### src/rtl/rxs_pkg.sv
package rxs_pkg;
    typedef enum logic [1:0] {
        ST_OFF   = 2'd0,
        ST_READY = 2'd1,
        ST_RECV  = 2'd2
    } rx_state_e;

    localparam int CTRL_W   = 6;
    localparam int CB_RXEN  = 0;
    localparam int CB_TXEN  = 1;
    localparam int CB_IRQEN = 2;
    localparam int CB_MST   = 3;
    localparam int CB_TRIG  = 4;
    localparam int CB_ACK   = 5;
endpackage

### src/rtl/rxs_sync.sv
module rxs_sync #(
    parameter int             W      = 2,
    parameter int             STAGES = 2,
    parameter logic [W-1:0]   INIT   = '1
) (
    input  logic         clk,
    input  logic         rst_n,
    input  logic [W-1:0] d,
    output logic [W-1:0] q
);
    logic [W-1:0] stg [STAGES];

    generate
        for (genvar g = 0; g < STAGES; g++) begin : g_stage
            if (g == 0) begin : g_first
                always_ff @(posedge clk or negedge rst_n) begin
                    if (!rst_n) stg[g] <= INIT;
                    else        stg[g] <= d;
                end
            end else begin : g_next
                always_ff @(posedge clk or negedge rst_n) begin
                    if (!rst_n) stg[g] <= INIT;
                    else        stg[g] <= stg[g-1];
                end
            end
        end
    endgenerate

    assign q = stg[STAGES-1];
endmodule

### src/rtl/rxs_clkgen.sv
module rxs_clkgen #(
    parameter int DIVW = 8
) (
    input  logic            clk,
    input  logic            rst_n,
    input  logic            run,
    input  logic [DIVW-1:0] div,
    output logic            sclk_o,
    output logic            rise_o
);
    logic [DIVW-1:0] cnt_q;
    logic            sclk_q;
    logic            flip;

    assign flip   = run && (cnt_q == div);
    assign rise_o = flip && !sclk_q;
    assign sclk_o = sclk_q;

    always_ff @(posedge clk or negedge rst_n) begin
        if (!rst_n) begin
            cnt_q  <= '0;
            sclk_q <= 1'b1;
        end else if (!run) begin
            cnt_q  <= '0;
            sclk_q <= 1'b1;
        end else if (flip) begin
            cnt_q  <= '0;
            sclk_q <= !sclk_q;
        end else begin
            cnt_q  <= cnt_q + DIVW'(1);
        end
    end

    // a sampling edge always leaves the clock high
    p_rise_leaves_high_r5: assert property (@(posedge clk) disable iff (!rst_n)
        rise_o |=> sclk_q);
endmodule

### src/rtl/rxs_shift.sv
module rxs_shift #(
    parameter int NBITS = 8,
    localparam int CW   = $clog2(NBITS)
) (
    input  logic             clk,
    input  logic             rst_n,
    input  logic             clear,
    input  logic             capture,
    input  logic             din,
    output logic [NBITS-1:0] word_o,
    output logic             full_o
);
    logic [NBITS-1:0] sreg_q;
    logic [CW-1:0]    cnt_q;

    assign word_o = {din, sreg_q[NBITS-1:1]};
    assign full_o = capture && (cnt_q == CW'(NBITS-1));

    always_ff @(posedge clk or negedge rst_n) begin
        if (!rst_n) begin
            sreg_q <= '0;
            cnt_q  <= '0;
        end else if (clear) begin
            sreg_q <= '0;
            cnt_q  <= '0;
        end else if (capture) begin
            sreg_q <= word_o;
            cnt_q  <= full_o ? '0 : cnt_q + CW'(1);
        end
    end
endmodule

### src/rtl/sync_serial_rx.sv
module sync_serial_rx
    import rxs_pkg::*;
#(
    parameter int NBITS       = 8,
    parameter int DIVW        = 8,
    parameter int SYNC_STAGES = 2
) (
    input  logic              clk,
    input  logic              rst_n,
    input  logic              ctrl_we,
    input  logic [CTRL_W-1:0] ctrl_wdata,
    input  logic [DIVW-1:0]   clk_div,
    input  logic              sdi,
    input  logic              sclk_in,
    output logic              sclk_out,
    output logic              sclk_oe,
    output logic [NBITS-1:0]  rx_data,
    output logic              rx_done,
    output logic              irq
);
    rx_state_e        state_q, state_d;
    logic             irq_en_q, mst_q, done_q;
    logic [NBITS-1:0] buf_q;
    logic             sclk_s, sdi_s, sclk_d;
    logic             m_sclk, m_rise, s_rise;
    logic             bit_rise, bit_din, capture, word_done, sh_clear, run;
    logic [NBITS-1:0] word;
    logic             wr_on, wr_off, full_reset, start, clr_req;

    // control write decode
    assign wr_on      = ctrl_we &&  ctrl_wdata[CB_RXEN];
    assign wr_off     = ctrl_we && !ctrl_wdata[CB_RXEN];
    assign full_reset = wr_off  && !ctrl_wdata[CB_TXEN];
    assign start      = wr_on && ctrl_wdata[CB_TRIG] && (state_q == ST_READY);

    // next-state logic
    always_comb begin
        state_d = state_q;
        unique case (state_q)
            ST_OFF:   if (wr_on)          state_d = ST_READY;
            ST_READY: if (wr_off)         state_d = ST_OFF;
                      else if (start)     state_d = ST_RECV;
            ST_RECV:  if (wr_off)         state_d = ST_OFF;
                      else if (word_done) state_d = ST_READY;
            default:                      state_d = ST_OFF;
        endcase
    end

    // state register
    always_ff @(posedge clk or negedge rst_n) begin
        if (!rst_n) state_q <= ST_OFF;
        else        state_q <= state_d;
    end

    // output / datapath controls
    always_comb begin
        sh_clear = start || wr_off;
        bit_rise = mst_q ? m_rise : s_rise;
        bit_din  = mst_q ? sdi : sdi_s;
        capture  = (state_q == ST_RECV) && bit_rise;
        run      = mst_q && (state_q == ST_RECV);
        clr_req  = (ctrl_we && ctrl_wdata[CB_ACK]) || start || full_reset;
        sclk_oe  = mst_q && (state_q != ST_OFF);
    end

    always_ff @(posedge clk or negedge rst_n) begin
        if (!rst_n) begin
            irq_en_q <= 1'b0;
            mst_q    <= 1'b0;
            sclk_d   <= 1'b1;
            done_q   <= 1'b0;
            buf_q    <= '0;
        end else begin
            sclk_d <= sclk_s;
            if (ctrl_we) begin
                irq_en_q <= ctrl_wdata[CB_IRQEN];
                mst_q    <= ctrl_wdata[CB_MST];
            end
            if (word_done) begin
                done_q <= 1'b1;
                buf_q  <= word;
            end else if (clr_req) begin
                done_q <= 1'b0;
            end
        end
    end

    assign s_rise   = sclk_s && !sclk_d;
    assign sclk_out = m_sclk;
    assign rx_data  = buf_q;
    assign rx_done  = done_q;
    assign irq      = done_q && irq_en_q;

    rxs_sync #(.W(2), .STAGES(SYNC_STAGES), .INIT(2'b10)) u_sync (
        .clk   (clk),
        .rst_n (rst_n),
        .d     ({sclk_in, sdi}),
        .q     ({sclk_s, sdi_s})
    );

    rxs_clkgen #(.DIVW(DIVW)) u_clk (
        .clk    (clk),
        .rst_n  (rst_n),
        .run    (run),
        .div    (clk_div),
        .sclk_o (m_sclk),
        .rise_o (m_rise)
    );

    rxs_shift #(.NBITS(NBITS)) u_shift (
        .clk     (clk),
        .rst_n   (rst_n),
        .clear   (sh_clear),
        .capture (capture),
        .din     (bit_din),
        .word_o  (word),
        .full_o  (word_done)
    );

    // no reception can begin straight out of OFF
    p_no_start_from_off_r2: assert property (@(posedge clk) disable iff (!rst_n)
        (state_q == ST_OFF) |=> (state_q != ST_RECV));
    // the flag only rises as a byte in RECV finishes
    p_done_from_recv_r4: assert property (@(posedge clk) disable iff (!rst_n)
        $rose(done_q) |-> ($past(state_q) == ST_RECV));
    // the generated clock idles high while READY
    p_idle_high_r5: assert property (@(posedge clk) disable iff (!rst_n)
        (state_q == ST_READY) |-> sclk_out);
    // completion beats a same-cycle clear
    p_set_wins_r9: assert property (@(posedge clk) disable iff (!rst_n)
        (word_done && clr_req) |=> done_q);
endmodule

### config.mk
export PLATFORM = sky130hd
export DESIGN_NAME = sync_serial_rx
export DESIGN_NICKNAME = d
export VERILOG_FILES = /design/src/rtl/rxs_pkg.sv /design/src/rtl/rxs_sync.sv /design/src/rtl/rxs_clkgen.sv /design/src/rtl/rxs_shift.sv /design/src/rtl/sync_serial_rx.sv
export SDC_FILE = /design/constraint.sdc
export NUM_CORES = 1
export LEC_CHECK = 0
export ABC_AREA = 1
export BUFFER_PORTS_ARGS = -buffer_cell sky130_fd_sc_hd__buf_2
export CORE_MARGIN = 10
export CORE_UTILIZATION = 55
export CTS_CLUSTER_SIZE = 10
export DETAILED_ROUTE_END_ITERATION = 8
export HOLD_SLACK_MARGIN = 0.15
export PLACE_DENSITY_LB_ADDON = 0.12
export REMOVE_ABC_BUFFERS = 1
export SLEW_MARGIN = 20
export SYNTH_ARGS = -nofsm -noshare
export SYNTH_HDL_FRONTEND = slang
export SYNTH_HIERARCHICAL = 1
export SYNTH_SLANG_ARGS = --single-unit
### constraint.sdc
create_clock -name clk -period 4.8 [get_ports clk]
set_input_delay 0.72 -clock clk [delete_from_list [all_inputs] [get_ports clk]]
set_output_delay 0.72 -clock clk [all_outputs]
set_load 0.03 [all_outputs]
# Yosys cells after proc, flatten, opt, wreduce, memory -nomap -nowiden
# Cells that the tools add are included.
# Widths: inputs -> output; s select.
# op_classes
addsub,2
eq_ne,8
muxes,19
reduce_logical,26
# ops
op,count
$mux 8,4
$logic_and 1x1->1,14
$mux 2,5
$mux 3,3
$add 8x1->8 const B,1
$eq 8x8->1,1
$mux 1,6
$pmux 2 s3,1
$reduce_bool 2->1,3
$logic_not 1->1,4
$ne 2x2->1 const B,2
$add 3x1->3 const B,1
$eq 3x3->1 const B,1
$logic_or 1x1->1,3
$ne 3x2->1 const B,1
$ne 3x3->1 const B,1
$reduce_and 3->1,1
$eq 2x1->1 const B,1
$eq 2x2->1 const B,1
$logic_not 2->1,1
# word_totals
ff_bits,38
in_bits,19
out_inout_bits,12
wordCells,67

# Logic depth before layout (Yosys ltp)
# logic_depth
depth_word,10
ltp_mapped,16
ltp_nobuf,15

# Cells and area by module
# The synthesis kept the hierarchy.
# by_module_without_submodules
mod,instances,cells_each,area_per_inst_um2,seq_area_each_um2
sync_serial_rx,1,79,644.4,351.6
rxs_clkgen,1,68,543.0,226.5
rxs_shift,1,53,444.2,250.2
rxs_sync,1,6,117.6,102.6

# Least setup slack after synthesis
# Ideal clock, no wire load.
# synth_timing
path_kind,in2reg
from,input clk_div[0]
to,register state_q[0]
setup_ns,0.066
arrival_time_ns,2.087
required_ns,4.734
slack_ns,2.647
cell_stages,14
path_buffers,1
path_cell_list,xnor2_1 -> nand2_1 -> nor2_1 -> nand3_1 -> nor2_1 -> o21ai_1 -> nor2_1 -> nand2_1 -> inv_1 -> buf_4 -> inv_4 -> nand3_1 -> nand4_1 -> nand2_1
# synth_between
elab_chain_len,8
# synth_lines
item,line,rtl
from (decl),sync_serial_rx.sv:12,"input logic [DIVW-1:0] clk_div,"
$eq 8x8->1,rxs_clkgen.sv:15,assign flip = run && (cnt_q == div);
$logic_and 1x1->1,rxs_clkgen.sv:15,
$logic_and 1x1->1,rxs_clkgen.sv:16,assign rise_o = flip && !sclk_q;
via m_rise,sync_serial_rx.sv:25,"logic m_sclk, m_rise, s_rise;"
$mux 1,sync_serial_rx.sv:58,bit_rise = mst_q ? m_rise : s_rise;
$logic_and 1x1->1,sync_serial_rx.sv:60,capture = (state_q == ST_RECV) && bit_rise;
via capture,sync_serial_rx.sv:26,"logic bit_rise, bit_din, capture, word_done, sh_clear, run;"
$logic_and 1x1->1,rxs_shift.sv:17,assign full_o = capture && (cnt_q == CW'(NBITS-1));
via word_done,sync_serial_rx.sv:26,
$ne 3x2->1 (no source line),n/a,
$reduce_and 3->1 (no source line),n/a,
to (signal assigned),sync_serial_rx.sv:52,else state_q <= state_d;
to (decl),sync_serial_rx.sv:21,"rx_state_e state_q, state_d;"
# The timed path passes the listed nets, and every way through them passes these cells.
# A chain may end at the register's enable or synchronous reset.

# Worst setup path in the final report
# layout_timing
from,register state_q[0]
to,register state_q[0]
# layout_between
elab_chain_len,9
# layout_lines
item,line,rtl
$eq 2x2->1,sync_serial_rx.sv:61,run = mst_q && (state_q == ST_RECV);
$logic_and 1x1->1,sync_serial_rx.sv:61,
via run,sync_serial_rx.sv:26,
$logic_and 1x1->1,rxs_clkgen.sv:15,
$logic_and 1x1->1,rxs_clkgen.sv:16,
via m_rise,sync_serial_rx.sv:25,
$mux 1,sync_serial_rx.sv:58,
$logic_and 1x1->1,sync_serial_rx.sv:60,
via capture,sync_serial_rx.sv:26,
$logic_and 1x1->1,rxs_shift.sv:17,
via word_done,sync_serial_rx.sv:26,
$ne 3x2->1 (no source line),n/a,
$reduce_and 3->1 (no source line),n/a,
# The timed path passes the listed nets, and every way through them passes these cells.

==> qor.yml <==
status: "completed"
layout.nets: 260
critPathCaptureType: "register"
cts_sinks: 37
grt_antenna_before_repair: 0
crit_family: "simple AND/OR/NAND/NOR gates"
drv_cap: 0
drt_pass1_iterations: 4
finalSetupViolations: 0
cp_max_fo: 10
cts_root_buf: "clkbuf_4"
grt_pass1_wl_mm: 6.23
syn_inst: 206
cp_num_buf_inv: 2
synthToLayoutAreaGrowth_pct: 13.4
fillers: 284
grt_max_degree: 38
gp_congestion: 0.784
maxSlewHeadroom_pct: 47.2
cts_buffers: 5
slew_violations: 0
p_leak_nw: 1.08
rsz0062_at_grt: "false"
path_clk_slew_ps: 110
synthAdderAreaFrac_pct: 2.15
drt-total-wl_mm: 3.50
start_util_pct: 57.3
clock_path_buffers: 2
first_global_vias: 1413
pin_count: 31
fmax_ghz: 0.438
power.density_nw_per_um2: 304
fin_util_pct: 65.0
total_power_uw: 603
synth_area_um2: 1750
fin_crit_ps: 2280
cts_tree: "done"
place_ws_ps: 2240
min_period_over_period_pct: 47.6
critPathLaunchType: "register"
viasPerCell: 4.75
place_area_um2: 1910
cts-htree-levels: 2
syn_avg_cell_area_um2: 8.49
critical_path.slowest_cell: "dfrtp_1"
final_antenna_net_count: 0
critPathRequiredTime_ps: 5090
ctsHoldBuffers: 0
timing.setup.tns_ps: 0
overflow: 0
core_area_um2: 3050
synth-compound-area-share_pct: 2.00
design_area_um2: 1980
ys_seq_elements: 37
die_w_um: 76.4
synth-simple-area-share_pct: 30.0
synth_cell_types: 26
synth-xor-area-share_pct: 5.01
ir_drop_mv: 0.170
reg2regPathDepth: 11
hp-class: "register to register"
rows: 20
critical_path_class: "register to register"
hold_violations: 0
cp_slowest_stage_delay_ps: 440
r2r_setup_slack_ps: 2520
post_cts_buffers: 0
yosysWarningCount: 6
worstHoldPathCells: 0
ys_seq_area_share_pct: 53.2
dieArea_um2: 5840
cts_resized: 0
hpwl_mm: 2.69
n_antenna_cell: 0
vias: 1343
drive_above_1_share_pct: 25.1
wl_per_cell_um: 12.4
worst_pin_slew_ps: 793
die_h_um: 76.4
insertion_delay_ps: 340
drt_iter0_markers: 53
crit_path_cell_trace: "nor3_1 -> nand3_1 -> nor2_1 -> o21ai_1 -> nor2_1 -> nand2_1 -> inv_1 -> inv_4 -> nand3_1 -> nand4_1 -> nand2_1"
worstPathArrival_ps: 2580
drc: 0
synth_top_family_by_area: "simple AND/OR/NAND/NOR gates"
grt_util_all_layers_pct: 12.9
setup_ws_ps: 2520
portBuffers: 30
synthMuxAreaShare_pct: 0.644
fin_worst_skew_ps: 9.43
cp.depth: 11
[stage by stage]
stage | instances | hold slack (ps)
global placement | 275 | 335
floorplan | 201 | 331
global route | 283 | 371
finish | 283 | 366
CTS | 283 | 368
detailed placement | 275 | 353
[state kept, by name, summed over array words and instances (netlist names)]
name	flops
rx_data	8
u_shift/sreg_q	7
rx_done	1
mst_q	1
u_clk/sclk_o	1
sclk_d	1
u_clk/cnt_q	8
irq_en_q	1
u_shift/cnt_q	3
u_sync/stg	2
u_sync/q	2
state_q	2
[power by group]
group          total [mW]  internal, mW  switching [mW]
Combinational      0.0799        0.0274          0.0524
Clock               0.186        0.0849           0.101
Sequential          0.337         0.325          0.0117
Total               0.603         0.437           0.165
[worst paths after layout]
kind | endpoint | startpoint
max in group asynchronous | u_sync/stg[2]$_DFF_PN0_ | rst_n
worst max-delay path | state_q[0]$_DFFE_PN0P_ | state_q[0]$_DFFE_PN0P_
min in group asynchronous | u_clk/cnt_q[3]$_DFF_PN0_ | rst_n
worst max register to register | state_q[0]$_DFFE_PN0P_ | state_q[0]$_DFFE_PN0P_
worst min register to register | u_sync/q[1]$_DFF_PN1_ | u_sync/stg[3]$_DFF_PN1_
worst min-delay path | u_sync/q[1]$_DFF_PN1_ | u_sync/stg[3]$_DFF_PN1_
[layer usage]
layer | vias up | track usage [%] | wire length, um
li1 | 685 | - | -
met1 | 616 | 15.7 | 1640
met2 | 37 | 19.9 | 1640
met3 | 5 | 5.19 | 193
met4 | 0 | 5.02 | 39
met5 | - | 0 | 0
[layout make-up]
class	count	area (um2)	area share [%]
multi-input cells	143	696	35.1
inverters	21	81.3	4.10
flip-flops and latches	37	931	46.9
clock buffers	7	65.1	3.28
well taps	44	55.1	2.78
repair buffers	30	150	7.57
clock inverters	1	5.00	0.252
[cell usage after synthesis, drive strengths merged]
cell type  instances  area, um2
a21oi              2       10.0
buf                5       41.3
dfrtp             33        826
dfstp              4        105
ha                 3       37.5
inv               21       81.3
mux2               1       11.3
nand2             88        343
nand3              6       35.0
nand4              2       18.8
nor2              22       97.6
nor3               4       30.0
o21ai              5       25.0
xnor2              8       70.1
xor2               2       17.5
[cells by family (layout without fill, tap and decap cells)]
logic type,count (synthesis),count (layout)
and+or+nand+nor,122,122
DFF,37,37
buffers and inverters,26,59
xor gates and xnor gates,10,10
AOI/OAI and AO/OA,7,7
adders and majority gates,3,3
muxes,1,1
[layout by cell type (no fill, tap or decap), drive strengths merged, types with 3 or more instances in the layout]
cell type,netlist,layout
buf,5,30
clkbuf,0,7
dfrtp,33,33
dfstp,4,4
ha,3,3
inv,21,21
nand2,88,88
nand3,6,6
nor2,22,22
nor3,4,4
o21ai,5,5
xnor2,8,8
(Power assumes the default switching activity.)
